<file path="src/rtl/scl_period_gen.sv">
module scl_period_gen #(
  parameter int CNT_W  = 16,
  parameter int HI_OVH = 8
) (
  input  logic             clk,
  input  logic             rst_n,
  input  logic             enable,
  input  logic [1:0]       speed_code,
  input  logic [CNT_W-1:0] std_high_cnt,
  input  logic [CNT_W-1:0] std_low_cnt,
  input  logic [CNT_W-1:0] fast_high_cnt,
  input  logic [CNT_W-1:0] fast_low_cnt,
  input  logic             scl_sense,
  output logic             scl_pull_low,
  output logic             edge_fall,
  output logic             edge_rise
);
  localparam logic [1:0]   SPD_FAST = 2'd2;
  localparam logic [CNT_W:0] OVH_M1 = (CNT_W+1)'(HI_OVH - 1);

  logic [1:0]       spd_q;
  logic [CNT_W-1:0] s_hi_q, s_lo_q, f_hi_q, f_lo_q;
  logic [CNT_W:0]   cnt;
  logic             low_q, fall_q, rise_q;

  wire             fast    = (spd_q == SPD_FAST);
  wire [CNT_W:0]   hi_last = {1'b0, fast ? f_hi_q : s_hi_q} + OVH_M1;
  wire [CNT_W:0]   lo_last = {1'b0, fast ? f_lo_q : s_lo_q};

  always_ff @(posedge clk or negedge rst_n) begin
    if (!rst_n) begin
      spd_q  <= '0;
      s_hi_q <= '0;
      s_lo_q <= '0;
      f_hi_q <= '0;
      f_lo_q <= '0;
      cnt    <= '0;
      low_q  <= 1'b0;
      fall_q <= 1'b0;
      rise_q <= 1'b0;
    end else begin
      fall_q <= 1'b0;
      rise_q <= 1'b0;
      if (!enable) begin
        spd_q  <= speed_code;
        s_hi_q <= std_high_cnt;
        s_lo_q <= std_low_cnt;
        f_hi_q <= fast_high_cnt;
        f_lo_q <= fast_low_cnt;
        cnt    <= '0;
        low_q  <= 1'b0;
      end else if (!low_q) begin
        if (scl_sense) begin
          if (cnt == hi_last) begin
            cnt    <= '0;
            low_q  <= 1'b1;
            fall_q <= 1'b1;
          end else begin
            cnt <= cnt + 1'b1;
          end
        end
      end else begin
        if (cnt == lo_last) begin
          cnt    <= '0;
          low_q  <= 1'b0;
          rise_q <= 1'b1;
        end else begin
          cnt <= cnt + 1'b1;
        end
      end
    end
  end

  assign scl_pull_low = low_q;
  assign edge_fall    = fall_q;
  assign edge_rise    = rise_q;

  p_release_off_r7: assert property (@(posedge clk) disable iff (!rst_n)
    !enable |=> !scl_pull_low);
  p_edges_apart_r8: assert property (@(posedge clk) disable iff (!rst_n)
    !(edge_fall && edge_rise));
  p_fall_real_r8: assert property (@(posedge clk) disable iff (!rst_n)
    edge_fall |-> (scl_pull_low && !$past(scl_pull_low)));
  p_rise_real_r8: assert property (@(posedge clk) disable iff (!rst_n)
    edge_rise |-> (!scl_pull_low && $past(scl_pull_low)));
  p_stretch_hold_r6: assert property (@(posedge clk) disable iff (!rst_n)
    (!scl_pull_low && !scl_sense) |=> !scl_pull_low);
  p_frozen_cfg_r5: assert property (@(posedge clk) disable iff (!rst_n)
    (enable && $past(enable)) |-> ($stable(spd_q) && $stable(s_hi_q) && $stable(s_lo_q)
                                   && $stable(f_hi_q) && $stable(f_lo_q)));
  p_low_bound_r3: assert property (@(posedge clk) disable iff (!rst_n)
    scl_pull_low |-> (cnt <= lo_last));
endmodule

</file>
<file path="config.mk">
export PLATFORM = sky130hd
export DESIGN_NAME = scl_period_gen
export DESIGN_NICKNAME = d
export VERILOG_FILES = /design/src/rtl/scl_period_gen.sv
export SDC_FILE = /design/constraint.sdc
export NUM_CORES = 1
export LEC_CHECK = 0
export BUFFER_PORTS_ARGS = -buffer_cell sky130_fd_sc_hd__buf_2
export CELL_PAD_IN_SITES_DETAIL_PLACEMENT = 1
export CELL_PAD_IN_SITES_GLOBAL_PLACEMENT = 1
export CORE_MARGIN = 2
export CORE_UTILIZATION = 35
export DETAILED_ROUTE_END_ITERATION = 10
export GPL_TIMING_DRIVEN = 0
export HOLD_SLACK_MARGIN = 0.08
export PLACE_DENSITY = 0.75
export RECOVER_POWER = 100
export SLEW_MARGIN = 20
export SYNTH_ARGS = -nofsm -noshare
export SYNTH_HDL_FRONTEND = slang
export SYNTH_SLANG_ARGS = --single-unit
</file>
<file path="constraint.sdc">
create_clock -name clk -period 7.25 [get_ports clk]
set_clock_uncertainty 0.2 [all_clocks]
set_input_delay 0.725 -clock clk [delete_from_list [all_inputs] [get_ports clk]]
set_output_delay 0.725 -clock clk [all_outputs]
set_load 0.005 [all_outputs]
</file>
==> results of run 1 <==
==> synth_stat cells, types with 4 or more instances <==
cell type and n:
sky130_fd_sc_hd__nor4_1 5, sky130_fd_sc_hd__or2_2 4, sky130_fd_sc_hd__nor2_1 11, sky130_fd_sc_hd__mux2_2 67, sky130_fd_sc_hd__and3_1 5, sky130_fd_sc_hd__mux2i_1 35, sky130_fd_sc_hd__clkbuf_1 17, sky130_fd_sc_hd__a21oi_1 6
sky130_fd_sc_hd__a21oi_2 8, sky130_fd_sc_hd__nand3_1 13, sky130_fd_sc_hd__buf_1 6, sky130_fd_sc_hd__inv_1 6, sky130_fd_sc_hd__or3_1 14, sky130_fd_sc_hd__xor2_1 7, sky130_fd_sc_hd__a21o_1 11, sky130_fd_sc_hd__dfrtp_1 86
sky130_fd_sc_hd__buf_2 4, sky130_fd_sc_hd__nor3_1 8, sky130_fd_sc_hd__nand2_1 36, sky130_fd_sc_hd__xnor2_1 26
==> placed cells by master (no fill, tap or decap), types with 4 or more instances in the layout <==
| cell | n |
|---|---|
| sky130_fd_sc_hd__a21o_1 | 11 |
| sky130_fd_sc_hd__a21oi_1 | 14 |
| sky130_fd_sc_hd__and3_1 | 5 |
| sky130_fd_sc_hd__buf_2 | 69 |
| sky130_fd_sc_hd__clkbuf_1 | 30 |
| sky130_fd_sc_hd__clkbuf_16 | 9 |
| sky130_fd_sc_hd__dfrtp_1 | 86 |
| sky130_fd_sc_hd__inv_1 | 6 |
| sky130_fd_sc_hd__mux2_2 | 67 |
| sky130_fd_sc_hd__mux2i_1 | 35 |
| sky130_fd_sc_hd__nand2_1 | 36 |
| sky130_fd_sc_hd__nand3_1 | 13 |
| sky130_fd_sc_hd__nor2_1 | 12 |
| sky130_fd_sc_hd__nor3_1 | 8 |
| sky130_fd_sc_hd__nor4_1 | 5 |
| sky130_fd_sc_hd__or2_2 | 4 |
| sky130_fd_sc_hd__or3_1 | 14 |
| sky130_fd_sc_hd__xnor2_1 | 26 |
| sky130_fd_sc_hd__xor2_1 | 7 |
==> logic make-up (layout without fill, tap and decap cells) <==
logic type,after synthesis,after routing
compound gates,54,54
simple gates,117,117
buf+inv,38,126
mux,102,102
fa+ha+maj,1,1
xor+xnor,33,33
flops,86,86
==> power by group <==
| part | internal [uW] | switching (uW) | leakage, uW |
|---|---|---|---|
| Combinational | 107 | 110 | 0.00128 |
| Sequential | 519 | 33.7 | 0.00105 |
| Clock | 349 | 198 | 0.000167 |
| Total | 975 | 342 | 0.00249 |
==> final cells by class <==
type / count / area (um2) / area share
Buffer: 32 / 141.4 / 0.02487
Clock buffer: 10 / 239.0 / 0.04203
Clock inverter: 6 / 116.4 / 0.02047
Inverter: 6 / 22.52 / 0.003961
Multi-Input combinational cell: 307 / 2440 / 0.4291
Sequential cell: 86 / 2152 / 0.3785
Tap cell: 176 / 220.2 / 0.03873
Timing Repair Buffer: 72 / 354.1 / 0.06228
==> worst min path at each step <==
stage / end / slack [ps]
floorplan: cnt[0] / 230
global placement: s_lo_q[2] / 290
CTS: s_hi_q[5] / 170
finish: s_lo_q[5] / 300
detailed placement: s_lo_q[2] / 290
global route: s_lo_q[2] / 320
==> worst max-delay path, cell delays in order (launching register included) <==
cell                       delay (ps)
sky130_fd_sc_hd__dfrtp_1          400
sky130_fd_sc_hd__nor2b_1          120
sky130_fd_sc_hd__clkbuf_1         410
sky130_fd_sc_hd__clkbuf_1         670
sky130_fd_sc_hd__clkbuf_1         720
sky130_fd_sc_hd__mux2i_1          380
sky130_fd_sc_hd__xnor2_1          100
sky130_fd_sc_hd__nor4_1           260
sky130_fd_sc_hd__nand3_1          230
sky130_fd_sc_hd__o21ai_0          310
sky130_fd_sc_hd__a31o_1           140
sky130_fd_sc_hd__clkbuf_1         420
sky130_fd_sc_hd__nor2_1           220
sky130_fd_sc_hd__mux2_2           310
==> layer usage <==
metal | vias up | wire length [um]
met5 | - | 0
met4 | 0 | 316
met3 | 24 | 512
met2 | 80 | 6223
met1 | 1868 | 5526
li1 | 1706 | -
==> state kept, by name (all words and copies together), names as in the netlist <==
signal	cells
cnt	17
f_hi_q	16
f_lo_q	16
s_hi_q	16
s_lo_q	16
spd_q	2
edge_fall	1
edge_rise	1
scl_pull_low	1
==> stage by stage <==
stage,hold WS (ps),util
2_1_floorplan,229.4,-
3_3_place_gp,289.5,0.4032
3_5_place_dp,294.7,0.4054
4_1_cts,174.5,0.4320
5_1_grt,317.4,0.4259
6_report,303.8,0.4259
==> PnR_summary.wiki, run 1 <==
{| class="wikitable"
! Metric !! Value
|-
| Share of async-settable or async-resettable flops after synthesis || 1.000
|-
| Non-filler instance count after layout || 695
|-
| Hold/Removal Path Class || reg -> reg
|-
| Dominant cell type by area after synthesis || sky130_fd_sc_hd__dfrtp_1
|-
| Max-capacitance violation count || 2
|-
| Maximum clock frequency || 199.6 MHz
|-
| Slew @ Worst Pin || 2651 ps
|-
| Placer congestion estimate || 0.8420
|-
| Worst setup path endpoint || cnt[0]
|-
| Grt ovf || 0
|-
| Wire length of the first global-routing pass || 20,650 um
|-
| Leakage power of the design || 0.002493 uW
|-
| Register-to-register setup slack || 2240 ps
|-
| Required time at the endpoint of the critical path || 7280 ps
|-
| Wire length after detailed routing || 12,580 um
|-
| Number of buffers inserted by hold repair at cts || 0
|-
| Insertion delay to the later sink of the worst-skew pair || 340 ps
|-
| Post-layout min period || 5009 ps
|-
| Setup slack of the critical path after layout || 2241 ps
|-
| Post-synthesis cell count || 431
|-
| Adder and majority cell fraction of the synthesized area || 0.002603
|-
| Vias per cell || 5.292
|-
| Fillers || 1,515
|-
| Most heavily used metal layer in global routing || met2
|-
| Mapped Avg Cell Area || 11.15 um2
|-
| Count of cell types in the netlist || 55
|-
| Die Span Y || 121.2 um
|-
| Number of synthesis warnings || 0
|-
| Fraction of the cycle the final worst path needs || 0.6909
|-
| Result of the run || finished, violations left
|-
| Final setup TNS || 0 ps
|-
| Area share of the largest cell type after synthesis || 0.4478
|-
| Largest driver fanout on the critical path || 10
|-
| Max IR drop VDD || 0.2057 mV
|-
| Worst setup path category || reg -> reg
|-
| Sink Count || 86
|-
| Antenna violations before repair || 0
|-
| Prevailing post-synth register cell || sky130_fd_sc_hd__dfrtp_1
|-
| Final Net Count || 585
|-
| Relative slew margins || -0.7673
|-
| Number of endpoints with negative hold slack in the final report || 0
|-
| Cell Pwr Density || 231.6 mW/mm2
|-
| Number of instances resized during post-cts repair || 0
|-
| Register bit total from synthesis || 86
|-
| GR met1 Demand/Resource || 0.2389
|-
| Layout overhead on the synthesized area || 18.30%
|-
| Worst endpoint data arrival time || 5040 ps
|-
| Post-Synthesis Cell Area || 0.004806 mm2
|-
| Fraction of layout cells with a size suffix above 1 || 0.3179
|-
| Clock tree from TritonCTS || done
|-
| Area of all placed cells without fillers || 0.005685 mm2
|-
| Worst setup path start || spd_q[0]
|-
| Largest net degree at the start of global routing || 49
|-
| Failing checks || max-capacitance violations, max-slew violations
|-
| Critical Path End Type || flip-flop
|-
| Initial core utilization || 0.3600
|-
| Die outline width || 121.2 um
|-
| Post-Synth Simple-Gate Area || 0.1364
|-
| CTS buffer count || 9
|-
| Count of flip-flops with a built-in enable after synthesis || 0
|-
| Row count || 42
|-
| Biggest area contributors in the synthesized netlist || sky130_fd_sc_hd__dfrtp_1, sky130_fd_sc_hd__mux2_2, sky130_fd_sc_hd__mux2i_1
|-
| Worst reg2reg path endpoint || cnt[0]
|-
| CTS H-Tree Depth || 3
|-
| Count of nets left with antenna violations after detail routing || 0
|-
| Pre-CTS worst setup slack || 3606 ps
|-
| Vias post-DR || 3,678
|-
| Placed Cells incl. Taps || 679
|-
| Clock Tree Buf Depth || 2
|-
| Setup repair after global routing missed its margin || no
|-
| Placed cell areas || 0.005411 mm2
|-
| Via count of the first global-routing pass || 3,978
|-
| WL per Instance || 18.10 um
|-
| Global-route track usage on met3 || 0.02773
|-
| Inserted Diodes || 0
|-
| Setup bufs post-CTS || 0
|-
| Iteration-0 DRC Markers || 131
|-
| Std-Cell Core Area || 0.01335 mm2
|-
| M2 GR Usage || 0.3055
|-
| Buffer type at the clock tree root || sky130_fd_sc_hd__clkbuf_16
|-
| Compound-cell area share of the yosys netlist || 0.08539
|-
| HPWL after detailed placement || 9504 um
|-
| Category of the worst setup path launch point || flip-flop
|-
| Setup-violating endpoint count in the final report || 0
|-
| Detailed Routing Iterations Pass 1 || 4
|-
| Port bufs || 71
|-
| Die ar. || 0.01468 mm2
|-
| Number of max-slew violations in the final report || 89
|-
| Register clock-pin slew on the reported worst setup and hold paths || 60 ps
|-
| Largest family of logic cells by synthesized area || multiplexers
|-
| Mux contribution to synthesized area || 0.2299
|-
| DRC viols || 0
|-
| Parity-gate share of the synthesized area counting xor and xnor cells || 0.06014
|-
| Startpoint of the tightest hold check path || s_lo_q[5]
|-
| Count of cells along the worst hold path || 1
|-
| Reg2Reg Depth || 13
|-
| Number of top-level pins || 73
|-
| All-layer global routing usage || 0.1823
|-
| Post-synthesis sequential area ratio || 0.4478
|-
| Power after layout || 1317 uW
|-
| Post-synth net total || 502
|-
| Origin of the critical flop-to-flop path || spd_q[0]
|}
Power figures use the tool's default switching activity.
==> run 2: changes to the inputs <==
PLACE_DENSITY = 0.77   (was 0.75)
clock period = 4.2 ns   (was 7.25 ns; I/O delays follow)
==> PnR_summary.wiki, run 2 (synthesized netlist as in run 1, its figures left out) <==
{| class="wikitable"
! Metric !! Value
|-
| Result of the run || finished, violations left
|-
| Failing checks || max-capacitance violations, max-slew violations
|-
| Wire length after detailed routing || 12,630 um (+0.39%)
|-
| Placer congestion estimate || 0.8374 (-0.55%)
|-
| Max reg flops || 17 (unchanged)
|-
| Die outline width || 121.2 um (unchanged)
|-
| Leakage power of the design || 0.002503 uW (+0.39%)
|-
| Required time at the endpoint of the critical path || 4230 ps (-3050 ps)
|-
| HPWL after detailed placement || 9621 um (+1.2%)
|-
| DRC viols || 0 (unchanged)
|-
| Register name with the most flops || cnt
|-
| Sink Count || 86 (unchanged)
|-
| Cell Pwr Density || 378.3 mW/mm2 (+63%)
|-
| Setup bufs post-CTS || 0 (unchanged)
|-
| Number of instances resized during post-cts repair || 0 (unchanged)
|-
| Origin of the critical flop-to-flop path || spd_q[1]
|-
| Switching Power || 580.9 uW (+70%)
|-
| Number of endpoints with negative hold slack in the final report || 0 (unchanged)
|-
| CTS buffer count || 9 (unchanged)
|-
| Category of the worst setup path launch point || flip-flop
|-
| Critical Path End Type || flip-flop
|-
| Port bufs || 71 (unchanged)
|-
| Worst endpoint data arrival time || 3620 ps (-1420 ps)
|-
| Number of top-level pins || 73 (unchanged)
|-
| Buffer type at the clock tree root || sky130_fd_sc_hd__clkbuf_16
|-
| Iteration-0 DRC Markers || 165 (+26%)
|-
| Internal Dissipation || 1559 uW (+60%)
|-
| Sink of the worst hold path || s_hi_q[6]
|-
| Fillers || 1,519 (+0.26%)
|-
| Final setup TNS || 0 ps (unchanged)
|-
| Reg2Reg Depth || 13 (unchanged)
|-
| WL per Instance || 18.14 um (+0.25%)
|-
| Max-capacitance violation count || 1 (-1)
|-
| Initial core utilization || 0.3600 (unchanged)
|-
| All-layer global routing usage || 0.1824 (about the same)
|-
| Std-Cell Core Area || 0.01335 mm2 (unchanged)
|-
| Relative slew margins || -0.04218 (+0.7252)
|-
| Switching fraction of total power || 0.2714 (+0.01163)
|-
| Worst reg2reg path endpoint || cnt[0]
|-
| Number of max-slew violations in the final report || 30 (-66%)
|-
| Inserted Diodes || 0 (unchanged)
|-
| CTS H-Tree Depth || 3 (unchanged)
|-
| Layout overhead on the synthesized area || 17.70%
|-
| Post-layout min period || 3597 ps (-1412 ps)
|-
| Worst setup path category || reg -> reg
|-
| Die ar. || 0.01468 mm2 (unchanged)
|-
| Clock Tree Buf Depth || 2 (unchanged)
|-
| Startpoint of the tightest hold check path || std_high_cnt[6]
|-
| Count of nets left with antenna violations after detail routing || 0 (unchanged)
|-
| Max IR drop VDD || 0.2357 mV (+15%)
|-
| Via count of the first global-routing pass || 4,034 (+1.4%)
|-
| Antenna violations before repair || 0 (unchanged)
|-
| Register-to-register setup slack || 600 ps (-1640 ps)
|-
| Hold/Removal Path Class || in -> reg
|-
| Clock tree from TritonCTS || done
|-
| Slew @ Worst Pin || 1563 ps (-1088 ps)
|-
| Register clock-pin slew on the reported worst setup and hold paths || 60 ps (about the same)
|-
| Vias post-DR || 3,624 (-1.5%)
|-
| Fraction of layout cells with a size suffix above 1 || 0.3269 (+0.009004)
|-
| Combinational fraction of design power || 0.176 (+0.011)
|-
| Maximum clock frequency || 278.0 MHz (+39%)
|-
| Count of cells along the worst hold path || 2 (+1)
|-
| Sequential group share of total power || 0.447 (+0.027)
|-
| Final Net Count || 586 (+0.17%)
|-
| Most common cell after layout, fill and taps aside || sky130_fd_sc_hd__dfrtp_1
|-
| Insertion delay to the later sink of the worst-skew pair || 340 ps (about the same)
|-
| Vias per cell || 5.207 (-1.6%)
|-
| Wire length of the first global-routing pass || 20,720 um (+0.33%)
|-
| Setup-violating endpoint count in the final report || 0 (unchanged)
|-
| Fraction of the cycle the final worst path needs || 0.8564 (+0.1656)
|-
| Largest net degree at the start of global routing || 59 (+20%)
|-
| Grt ovf || 0 (unchanged)
|-
| Row count || 42 (unchanged)
|-
| Setup repair after global routing missed its margin || no
|-
| Largest driver fanout on the critical path || 10 (unchanged)
|-
| Detailed Routing Iterations Pass 1 || 4 (unchanged)
|-
| Share of power burned in the clock network || 0.378 (-0.037)
|-
| Final design utilization || 0.4238 (-0.002156)
|-
| Top library cells by usage in the layout, fill and taps aside || sky130_fd_sc_hd__dfrtp_1, sky130_fd_sc_hd__buf_2, sky130_fd_sc_hd__mux2_2, sky130_fd_sc_hd__nand2_1, sky130_fd_sc_hd__mux2i_1
|-
| Die Span Y || 121.2 um (unchanged)
|}
[run 2: changes by cell type in the layout (fill, tap and decap cells not counted), sizes merged]
cell	before	now
buf	74	78
dlygate4sd3	0	1
clkbuf	40	36
clkinvlp	2	0
clkinv	0	4
bufinv	3	1
[run 2: worst max path at each step]
stage,from,end,depth (start not counted),slack (ps)
after floorplan,spd_q[1],cnt[0],11,1190
after global placement,spd_q[0],cnt[13],14,720
after detailed placement,spd_q[0],cnt[0],13,700
after CTS,spd_q[0],cnt[0],13,620
after global routing,spd_q[1],cnt[0],13,290
final,spd_q[1],cnt[0],13,600
[run 2: worst max-delay path, cell delays in order (launching register included)]
cell	delay, ps
sky130_fd_sc_hd__dfrtp_1	380
sky130_fd_sc_hd__nor2b_1	180
sky130_fd_sc_hd__buf_6	160
sky130_fd_sc_hd__buf_2	310
sky130_fd_sc_hd__buf_2	380
sky130_fd_sc_hd__mux2i_1	330
sky130_fd_sc_hd__xnor2_1	90
sky130_fd_sc_hd__nor4_1	200
sky130_fd_sc_hd__nand3_1	220
sky130_fd_sc_hd__o21ai_0	310
sky130_fd_sc_hd__a31o_1	160
sky130_fd_sc_hd__buf_6	140
sky130_fd_sc_hd__nor2_1	110
sky130_fd_sc_hd__mux2_2	290
[run 2: stage by stage]
step                      hold WS (ps)  instances  instance area [um2]  worst slack [ps]  total power (uW)
after floorplan                 -75.59        431                 4806              1188              1215
after global placement           285.6        678                 5381             720.1              1325
after detailed placement         181.1        679                 5411             695.9              1350
after CTS                        98.19        696                 5719             623.9              2163
after global routing             99.77        696                 5657             292.6              2242
final                            104.6        696                 5657             603.0              2140
[run 2: routing by layer]
layer,global-route usage,wire length (um),vias to the layer above
li1,-,-,1710
met1,0.2326,5608,1842
met2,0.3153,6461,55
met3,0.02726,349,17
met4,0.06322,209,0
met5,0,0,-
[run 2: what timing repair did]
action                                  CTS  global route
endpoints found under the setup margin    0             0
endpoints found under the hold margin    28             0
hold buffers                              1             0
[run 2: power groups by stage]
stage | sequential (uW) | combinational, uW | clock, uW
2_1_floorplan | 946 | 270 | 0
3_3_place_gp | 964 | 362 | 0
3_5_place_dp | 970 | 380 | 0
4_1_cts | 955 | 385 | 824
5_1_grt | 964 | 414 | 864
6_report | 956 | 376 | 808
[run 2: area by class of cell]
cell class,instances,area (um2),area share
buffer,32,158.9,0.02809
clock buffer,10,239.0,0.04225
clock inverter,6,58.81,0.01040
inverter,6,22.52,0.003981
multi-input combinational,307,2440,0.4313
sequential,86,2152,0.3804
tap,176,220.2,0.03893
timing repair buffer,73,365.4,0.06459
